==> config.mk <==
export PLATFORM = sky130hd
export DESIGN_NAME = prot_slot_match
export DESIGN_NICKNAME = d
export VERILOG_FILES = /design/src/rtl/prot_pkg.sv /design/src/rtl/prot_slot_match.sv
export SDC_FILE = /design/constraint.sdc
export NUM_CORES = 1
export LEC_CHECK = 0
export BUFFER_PORTS_ARGS = -buffer_cell sky130_fd_sc_hd__buf_2
export CORE_AREA = 5 5 111 113
export DETAILED_ROUTE_END_ITERATION = 7
export DIE_AREA = 0 0 116 118
export PLACE_DENSITY_LB_ADDON = 0.15
export SLEW_MARGIN = 30
export SYNTH_ARGS = -nofsm -noshare
export SYNTH_HDL_FRONTEND = slang
export SYNTH_SLANG_ARGS = --single-unit
export TNS_END_PERCENT = 30
==> constraint.sdc <==
create_clock -name vclk -period 6.7
set_input_delay 0.335 -clock vclk [all_inputs]
set_output_delay 0.335 -clock vclk [all_outputs]
set_load 0.02 [all_outputs]
==> src/rtl/prot_pkg.sv <==
package prot_pkg;

    // access kind codes on req_kind
    localparam logic [1:0] KIND_READ  = 2'd0;
    localparam logic [1:0] KIND_WRITE = 2'd1;
    localparam logic [1:0] KIND_FETCH = 2'd2;

    // configuration targets on cfg_sel
    localparam logic [1:0] CFG_BASE = 2'd0;
    localparam logic [1:0] CFG_ATTR = 2'd1;
    localparam logic [1:0] CFG_CTRL = 2'd2;

    // attribute word layout
    localparam int unsigned AT_EN_BIT   = 0;
    localparam int unsigned AT_SIZE_LO  = 1;
    localparam int unsigned AT_SIZE_HI  = 5;
    localparam int unsigned AT_SRD_LO   = 8;
    localparam int unsigned AT_SRD_HI   = 15;
    localparam int unsigned AT_AP_LO    = 16;
    localparam int unsigned AT_AP_HI    = 18;
    localparam int unsigned AT_XN_BIT   = 20;

    // control word layout
    localparam int unsigned CT_GLOB_BIT = 0;
    localparam int unsigned CT_BG_BIT   = 1;
    localparam int unsigned CT_CLR_BIT  = 2;

    // geometry
    localparam int unsigned SIZE_W        = AT_SIZE_HI - AT_SIZE_LO + 1;
    localparam int unsigned SUB_CNT       = 8;
    localparam int unsigned SUB_IDX_W     = $clog2(SUB_CNT);
    localparam int unsigned MIN_SIZE_CODE = 4;   // 32 bytes
    localparam int unsigned MIN_LOG2      = MIN_SIZE_CODE + 1;
    localparam int unsigned SUB_MIN_LOG2  = 8;   // subregions from 256 bytes

    typedef struct packed {
        logic                  en;
        logic [SIZE_W-1:0]     size;
        logic [SUB_CNT-1:0]    srd;
        logic [2:0]            ap;
        logic                  xn;
    } slot_attr_t;

endpackage

==> src/rtl/prot_slot_match.sv <==
module prot_slot_match
    import prot_pkg::*;
#(
    parameter int unsigned ADDR_W = 32
) (
    input  logic [ADDR_W-1:0]  addr,
    input  logic [ADDR_W-1:0]  base,
    input  logic               en,
    input  logic [SIZE_W-1:0]  size,
    input  logic [SUB_CNT-1:0] srd,
    output logic               hit
);
    localparam int unsigned LOG_W = $clog2(ADDR_W + 1) + 1;

    logic [LOG_W-1:0]     log2_sz;
    logic [ADDR_W-1:0]    diff;
    logic                 upper_eq;
    logic [SUB_IDX_W-1:0] sub_idx;
    logic                 sub_off;

    always_comb begin
        if (size < SIZE_W'(MIN_SIZE_CODE)) begin
            log2_sz = LOG_W'(MIN_LOG2);
        end else begin
            log2_sz = LOG_W'(size) + LOG_W'(1);
        end
        diff = addr ^ base;
        if (log2_sz >= LOG_W'(ADDR_W)) begin
            upper_eq = 1'b1;
        end else begin
            upper_eq = ((diff >> log2_sz) == '0);
        end
        sub_idx = SUB_IDX_W'(addr >> (log2_sz - LOG_W'(SUB_IDX_W)));
        if (log2_sz >= LOG_W'(SUB_MIN_LOG2)) begin
            sub_off = srd[sub_idx];
        end else begin
            sub_off = 1'b0;
        end
        hit = en & upper_eq & ~sub_off;
    end
endmodule

# After elaboration in Yosys (flattened, before gate mapping)
# Cells that the tools add are included.
# op_classes
order_cmp	4
n_shift	2
n_reduce_logical	1
bitwise_logic	4
mux	5
add_sub_neg	2
# ops
operator	n
logical NOT 32 bit	1
>> shifter 32 x 7 -> 3 bit	1
>> shifter 32 x 7 -> 32 bit	1
XOR 32 bit	1
greater-or-equal comparator 7 x 4 -> 1 bit (second input constant)	1
greater-or-equal comparator 7 x 6 -> 1 bit (second input constant)	1
subtractor 7 x 2 -> 7 bit (second input constant)	1
adder 5 x 1 -> 6 bit (second input constant)	1
two-way mux 6 bit	1
less-than comparator 5 x 3 -> 1 bit (second input constant)	1
less-than comparator 3 x 4 -> 1 bit (second input constant)	1
binary-select mux 1 bit (select 3 bit)	1
two-way mux 1 bit	3
AND 1 bit	2
NOT 1 bit	1
# word_totals
ff_bits	0
input_bits	78
out_inout_bits	1

# Longest topological paths before layout
# Gate-level depths: netlist of run 1.
# depth
ltp_word	9
mapped_depth	19
ltp_nobuf	13

# Worst setup path after synthesis of run 1
# OpenSTA, ideal clock, no wires.
# synth_path
path_kind	input port to output port
start	input port size[4]
end	output port hit
setup_slack_ns	2.200
cell_stages	18
arrival_ns	4.165
path_cell_list	buf_4 -> o31ai_4 -> buf_2 -> clkbuf_1 -> buf_2 -> buf_2 -> ha_1 -> buf_2 -> clkbuf_1 -> xnor2_1 -> buf_2 -> nor3_1 -> o21ai_0 -> nand3_1 -> a31o_2 -> a211oi_1 -> a222oi_1 -> a41oi_1
# synth_via
elab_chain_len	9
word_cells_on_any_way	16
cone_classes	add/sub (2); order compare (3); shift (2); mux (5); bitwise (3); reduce/logical (1)
# synth_rtl
element	line	text
start, declared	prot_slot_match.sv:9	input logic [SIZE_W-1:0] size,
adder 5 x 1 -> 6 bit or less-than comparator 5 x 3 -> 1 bit (tied branches)	prot_slot_match.sv:25, prot_slot_match.sv:22	
two-way mux 6 bit *	prot_slot_match.sv:22	if (size < SIZE_W'(MIN_SIZE_CODE)) begin
subtractor 7 x 2 -> 7 bit	prot_slot_match.sv:33	sub_idx = SUB_IDX_W'(addr >> (log2_sz - LOG_W'(SUB_IDX_W)));
>> shifter 32 x 7 -> 3 bit	prot_slot_match.sv:33	
binary-select mux 1 bit (select 3 bit)	prot_slot_match.sv:35	sub_off = srd[sub_idx];
two-way mux 1 bit (not written as such)	prot_slot_match.sv:35	
two-way mux 1 bit	prot_slot_match.sv:34	if (log2_sz >= LOG_W'(SUB_MIN_LOG2)) begin
NOT 1 bit	prot_slot_match.sv:39	hit = en & upper_eq & ~sub_off;
AND 1 bit *	prot_slot_match.sv:39	
end, declared	prot_slot_match.sv:11	output logic hit
# Every way passes the cells marked *; elsewhere a longest branch is shown, timed or not. The select of a mux whose other input is x is not followed.

# Final worst setup path of run 1
# layout_path
start	input port size[3]
end	output port hit
# Same word-level chain as after synthesis.

==> results of run 1 <==
==> layer usage <==
layer | GRT usage | vias to the layer above | wire length (um)
met3 | 0.0123 | 17 | 502
met5 | 0 | - | 0
met1 | 0.241 | 1747 | 5480
met2 | 0.279 | 114 | 5710
met4 | 0.0406 | 0 | 265
li1 | - | 1804 | -
==> final cells by class <==
cell class | instances | share of cell area
inverter | 10 | 0.0108
multi-input combinational | 406 | 0.814
tap | 143 | 0.0513
timing repair buffer | 84 | 0.124
==> critical path: cells and delay by family <==
family	cells	cell delay, ps
simple gates	2	970
fa+ha+maj	1	750
compound gates	9	2720
buf+inv	2	370
==> cells in the final DEF, fill, tap and decap left out, types with 6 or more instances in the layout <==
master / netlist / layout
buf_2: 13 / 79
mux2i_1: 38 / 38
nor3_1: 19 / 19
a21oi_1: 31 / 31
a31oi_1: 11 / 11
mux2_2: 8 / 8
xnor2_1: 18 / 17
o21ai_0: 26 / 26
mux4_2: 10 / 10
nand3_1: 19 / 19
a211oi_1: 20 / 20
nand2b_1: 6 / 6
nor2_1: 42 / 42
nand2_1: 54 / 54
inv_1: 9 / 9
o211ai_1: 6 / 6
xor2_1: 27 / 27
==> power by group through the flow <==
stage,Combinational [mW],Sequential (mW),Clock [mW]
floorplan,0.301,0,0
global placement,0.408,0,0
detailed placement,0.409,0,0
CTS,0.410,0,0
global route,0.456,0,0
finish,0.413,0,0
==> metrics by stage <==
stage / util / cells
floorplan: - / 454
global placement: 0.310 / 643
detailed placement: 0.311 / 643
CTS: 0.311 / 643
global route: 0.311 / 643
finish: 0.311 / 643
==> kinds of logic (layout without fill, tap and decap cells) <==
logic type	after synthesis	count (layout)	synth area share
AO/OA/AOI/OAI	135	135	0.303
buffers and inverters	48	94	0.0793
XOR/XNOR	45	45	0.129
AND/OR/NAND/NOR	168	168	0.253
multiplexers	56	56	0.227
adder cells (fa/ha/maj)	2	2	0.00817
==> path summary, 6_finish.rpt <==
check / end / slack, ps / from / cells after the start
max: hit / 1200 / size[3] / 14
min: hit / 1150 / srd[0] / 5
==> flow_metrics.tcl, run 1 <==
set metrics [dict create \
    run_status "completed" \
    place_ws_ps 1360 \
    wl_per_cell_um 18.6 \
    num_rows 39 \
    hold_path_class "in2out" \
    multi_input_area_um2 2840 \
    syn_area_um2 3060 \
    area_delta_synth_final_pct 13.9 \
    nFlopsAndLatches 0 \
    cp-end-kind "output pin" \
    crit_fanout 21 \
    ctsHoldBuffers 0 \
    drt.antenna.violating_nets 0 \
    final-max-slew-violation-count 0 \
    grt_pass1_vias 3643 \
    antenna_found_initial 0 \
    crit_slowest_cell "o21a_1" \
    drive_above_1_share 0.218 \
    p_int_mw 0.164 \
    synth.area.top_cells "mux2i_1 (12%), xor2_1 (7.7%), mux4_2 (7.4%), nand2_1 (6.6%), nor2_1 (5.1%)" \
    die_height_um 118 \
    ctsResizeCount 0 \
    grtUsageTotal 0.170 \
    yosys_warnings 0 \
    finalWirelength_mm 12.0 \
    synth_top_area_share 0.124 \
    start_util 0.273 \
    vias 3682 \
    critPathArrivalTime_ps 5160 \
    syn_inst 454 \
    synth_largest_area_cell "mux2i_1" \
    seq_area_um2 0 \
    fin_hold_ws_ps 1150 \
    core_um2 11200 \
    powerDensity_nw_per_um2 118 \
    max_freq_mhz 182 \
    clkPwrFrac 0 \
    die_width_um 116 \
    critPathMaxStageDelay_ps 760 \
    relSlewSlack 0.368 \
    finalSetupTns_ps 0 \
    start_kind "input pin" \
    fin_nets 582 \
    die_area_um2 13700 \
    rsz0062_at_grt "no" \
    grt_max_degree 61 \
    combPwrFrac 1.000 \
    setup_slack_ps 1200 \
    cp_cell_sequence "buf_2 > or2_0 > o21a_1 > ha_1 > a21oi_1 > a21o_1 > a311oi_1 > nor3b_1 > o2bb2ai_1 > a31o_2 > a211oi_1 > a222oi_1 > a41oi_1 > buf_2" \
    place.gp.congestion 0.828 \
    route.detailed.drc 0 \
    final.clkbuf_count 0 \
    diodes 0 \
    final-setup-viol-count 0 \
    syn_area_per_cell_um2 6.74 \
    dpl_cell_area_um2 3490 \
    synth_common_cells "nand2_1 (54), nor2_1 (42), mux2i_1 (38), a21oi_1 (31), xor2_1 (27)" \
    io_pins 79 \
    postLayoutCellArea_um2 3490 \
    fin_crit_ps 5500 \
    drtIter0Drc 221 \
    worst_pin_slew_ps 946 \
    swShare 0.602 \
    yosysSeqAreaShare 0 \
    ir_worst_vdd_mv 0.0561 \
    routed_via_density 5.73 \
    fillers 1265 \
    grt.overflow.total 0 \
    cp.required_ps 6360 \
    yosysMostFrequentCell "nand2_1" \
    synth.distinct_cells 59 \
    grt_pass1_wl_mm 19.3 \
    power_switching_mw 0.249 \
    dp.final_hpwl_mm 9.62 \
    port_buffers 79 \
    fin_crit_sh 0.820 \
    path_common_cell "buf_2" \
    drtPass1Iterations 6 \
    maxCapViolations 0 \
    leakage_nw 1.41 \
    finalHoldViolCount 0 \
    power_mw 0.413 \
    seq_power_share 0 \
    syn_nets 534 \
    cts_setup_buffers 0 \
    crit_type "in2out" \
]
Note: power is estimated with default switching activity, not from simulation.
==> run 2, diff against run 1 <==
Clock period 6.7 ns to 4.5 ns, I/O delays scaled along.
==> flow_metrics.tcl, run 2 (synthesized netlist as in run 1, its figures left out) <==
set metrics [dict create \
    power_switching_mw 0.374 \
    num_rows 39 \
    io_pins 79 \
    port_buffers 79 \
    drtPass1Iterations 4 \
    area_delta_synth_final_pct 16.6 \
    run_status "completed" \
    final_common_cell "buf_2" \
    grt_max_degree 51 \
    dpl_cell_area_um2 3560 \
    cts_setup_buffers 0 \
    path_common_cell "buf_2" \
    wl_met2_mm 5.75 \
    wl_per_cell_um 18.4 \
    seq_power_share 0 \
    grtUsageTotal 0.168 \
    postLayoutCoreUtil 0.318 \
    critPathMaxStageDelay_ps 580 \
    start_kind "input pin" \
    seq_area_um2 0 \
    highest_layer "met5" \
    maxCapViolations 0 \
    final.clkbuf_count 0 \
    routed_via_density 5.65 \
    ctsHoldBuffers 0 \
    fin_crit_sh 0.929 \
    diodes 0 \
    worst_pin_slew_ps 921 \
    route.met3.wl_um 435 \
    clkPwrFrac 0 \
    cp-end-kind "output pin" \
    drt-met1-wl_mm 5.50 \
    fin_nets 591 \
    postLayoutCellArea_um2 3570 \
    start_util 0.273 \
    place.gp.congestion 0.874 \
    fin_hold_ws_ps 937 \
    die_width_um 116 \
    vias 3682 \
    drive_above_1_share 0.236 \
    core_um2 11200 \
    final-setup-viol-count 0 \
    die_height_um 118 \
    grt_pass1_vias 3687 \
    hold_path_class "in2out" \
    nFlopsAndLatches 0 \
    die_area_um2 13700 \
    ctsResizeCount 0 \
    crit_fanout 10 \
    fin_crit_ps 4180 \
    swShare 0.594 \
    drt.antenna.violating_nets 0 \
    antenna_found_initial 1 \
    drtIter0Drc 240 \
    rsz0062_at_grt "no" \
    finalWirelength_mm 12.0 \
    hold_end "hit" \
    finalSetupTns_ps 0 \
    critPathArrivalTime_ps 3950 \
    final_cell_mix "buf_2 (79), nand2_1 (54), nor2_1 (42)" \
    hold_path_depth 5 \
    p_int_mw 0.256 \
    finalHoldViolCount 0 \
    dp.final_hpwl_mm 9.83 \
    leakage_nw 1.46 \
    ir_worst_vdd_mv 0.0856 \
    powerDensity_nw_per_um2 176 \
    grt_pass1_wl_mm 19.2 \
    cp.required_ps 4280 \
    relSlewSlack 0.385 \
    final-max-slew-violation-count 0 \
    route.detailed.drc 0 \
    crit_type "in2out" \
    max_freq_mhz 239 \
    cp_cell_sequence "buf_2 > or2_0 > o21a_1 > ha_1 > xnor2_2 > mux4_2 > mux2i_1 > o211ai_1 > a32oi_1 > a211oi_1 > a222oi_1 > a41oi_1 > buf_2" \
    hold_start "srd[0]" \
    combPwrFrac 1.000 \
    crit_slowest_cell "xnor2_2" \
    fillers 1237 \
    grt.overflow.total 0 \
]
[run 2: cell types whose count changed in the layout (fill, tap and decap cells not counted), sizes merged]
cell | previous run | this run
buf | 84 | 93
[run 2: how the worst max path moves through the flow]
stage,start,endpoint,slack (ps),cells past startpoint
finish,size[3],hit,320,13
global route,size[0],hit,40,14
CTS,size[3],hit,350,15
detailed placement,size[3],hit,380,15
global placement,size[3],hit,350,15
floorplan,size[4],hit,220,18
[run 2: per-stage QoR]
stage | std cells | setup slack [ps] | power, mW
final | 652 | 321 | 0.630
after global routing | 652 | 41.3 | 0.688
after CTS | 652 | 352 | 0.623
after detailed placement | 652 | 381 | 0.621
after global placement | 652 | 348 | 0.623
after floorplan | 454 | 220 | 0.448
[run 2: power by group through the flow]
| stage | Sequential [mW] | Clock, mW | Combinational, mW |
|---|---|---|---|
| floorplan | 0 | 0 | 0.448 |
| global placement | 0 | 0 | 0.623 |
| detailed placement | 0 | 0 | 0.621 |
| CTS | 0 | 0 | 0.623 |
| global route | 0 | 0 | 0.688 |
| finish | 0 | 0 | 0.630 |
[run 2: layer usage]
layer,up-vias,GRT usage
met5,-,0
met4,2,0.0312
met3,21,0.0113
met2,112,0.287
met1,1728,0.232
li1,1819,-
[run 2: worst max-delay path: cells and delay by family]
family	cells	cell delay, ps
compound gates	6	1290
mux	2	800
buf+inv	2	340
simple gates	1	380
xor+xnor	1	580
fa+ha+maj	1	340
[run 2: layout make-up]
cell class	count	area [um2]	area share
multi-input cells	406	2840	0.796
inverters	10	37.5	0.0105
repair buffers	93	513	0.144
well taps	143	179	0.0501
==> run 3, diff against run 2 <==
==> constraint.sdc (replaced) <==
create_clock -name vclk -period 4.5
set_input_delay 0.225 -clock vclk [all_inputs]
set_output_delay 0.225 -clock vclk [all_outputs]
set_load 0.01 [all_outputs]
==> flow_metrics.tcl, run 3 (synthesized netlist as in run 1, its figures left out) <==
set metrics [dict create \
    grt_use_met1 0.243 \
    vias 3797 \
    ir_worst_vdd_mv 0.0651 \
    grt_max_degree 60 \
    drtPass1Iterations 5 \
    core_um2 11200 \
    final-max-slew-violation-count 0 \
    critPathTopFamily "compound AO/OA/AOI/OAI gates" \
    max_freq_mhz 243 \
    area_delta_synth_final_pct 16.7 \
    critPathMaxStageDelay_ps 560 \
    drt.antenna.violating_nets 0 \
    final.clkbuf_count 0 \
    worst_pin_slew_ps 774 \
    port_buffers 79 \
    start_kind "input pin" \
    run_status "completed" \
    grt_busiest_layer "met2" \
    start_util 0.273 \
    path_common_cell "buf_2" \
    rsz0062_at_grt "no" \
    diodes 0 \
    dp.final_hpwl_mm 9.86 \
    place.gp.congestion 0.885 \
    ctsResizeCount 0 \
    fin_crit_sh 0.916 \
    crit_slowest_cell "xnor2_2" \
    io_pins 79 \
    dp_cells 653 \
    use_met2 0.289 \
    die_width_um 116 \
    drtIter0Drc 230 \
    drive_above_1_share 0.235 \
    num_rows 39 \
    relSlewSlack 0.482 \
    route.detailed.drc 0 \
    hold_path_class "in2out" \
    grt_pass1_vias 3695 \
    leakage_nw 1.47 \
    crit_type "in2out" \
    final-setup-viol-count 0 \
    finalSetupTns_ps 0 \
    critPathArrivalTime_ps 3900 \
    grtUsageMet3 0.0134 \
    fin_crit_ps 4120 \
    die_area_um2 13700 \
    grt.overflow.total 0 \
    worst-path-buf-inv 3 \
    setup_slack_ps 378 \
    final_common_cell "buf_2" \
    ctsHoldBuffers 0 \
    routed_via_density 5.81 \
    nFlopsAndLatches 0 \
    antenna_found_initial 0 \
    finalWirelength_mm 12.2 \
    grtUsageTotal 0.173 \
    finalHoldViolCount 0 \
    final_cell_mix "buf_2 (79), nand2_1 (54), nor2_1 (42)" \
    seq_area_um2 0 \
    die_height_um 118 \
    place_ws_ps 419 \
    maxCapViolations 0 \
    crit_fanout 11 \
    grt_pass1_wl_mm 19.6 \
    cp-end-kind "output pin" \
    cts_setup_buffers 0 \
    hold_path_depth 5 \
    cp.required_ps 4280 \
    fin_cells 653 \
    worstSetupPathDepth 14 \
    cp_cell_sequence "buf_2 > or2_0 > o21a_1 > ha_1 > xnor2_2 > buf_4 > mux4_2 > mux2i_1 > o211ai_1 > a32oi_1 > a211oi_1 > a222oi_1 > a41oi_1 > buf_2" \
    powerDensity_nw_per_um2 177 \
    wl_per_cell_um 18.7 \
    fin_nets 592 \
]
-- run 3: cell types whose count changed in the layout (fill, tap and decap cells not counted) --
cell | previous run | this run
inv_2 | 1 | 0
clkinv_2 | 0 | 1
nor3b_1 | 1 | 2
buf_4 | 13 | 14
nor3b_2 | 1 | 0
-- run 3: metrics by stage --
step	utilization	total power, mW	instance area, um2	hold slack, ps
after CTS	0.318	0.626	3560	908
after global placement	0.318	0.627	3560	906
final	0.318	0.633	3570	895
after detailed placement	0.318	0.623	3560	904
after floorplan	-	0.448	3060	669
after global routing	0.318	0.696	3570	952
-- run 3: worst min-delay path: cells and delay by family --
family,cells,cell delay [ps]
simple gates,1,70
compound gates,1,90
buf+inv,2,230
mux,1,50
-- run 3: path summary, 6_finish.rpt --
path              end  slack (ps)    start
hold / removal    hit         900   srd[0]
setup / recovery  hit         380  size[3]
-- run 3: area by class of cell --
cell class | count | area (um2)
fill | 1261 | 7650
multi-input combinational | 406 | 2830
timing repair buffer | 94 | 520
tap | 143 | 179
inverter | 10 | 38.8
-- run 3: routing by layer --
| layer | share of wire | routed length, um |
|---|---|---|
| met1 | 0.45 | 5480 |
| met4 | 0.023 | 281 |
| met3 | 0.046 | 561 |
| met2 | 0.48 | 5860 |
| met5 | 0 | 0 |
-- run 3: power breakdown --
group          total, mW  switching (mW)  internal, mW
combinational      0.633           0.375         0.258
clock                  0               0             0
sequential             0               0             0
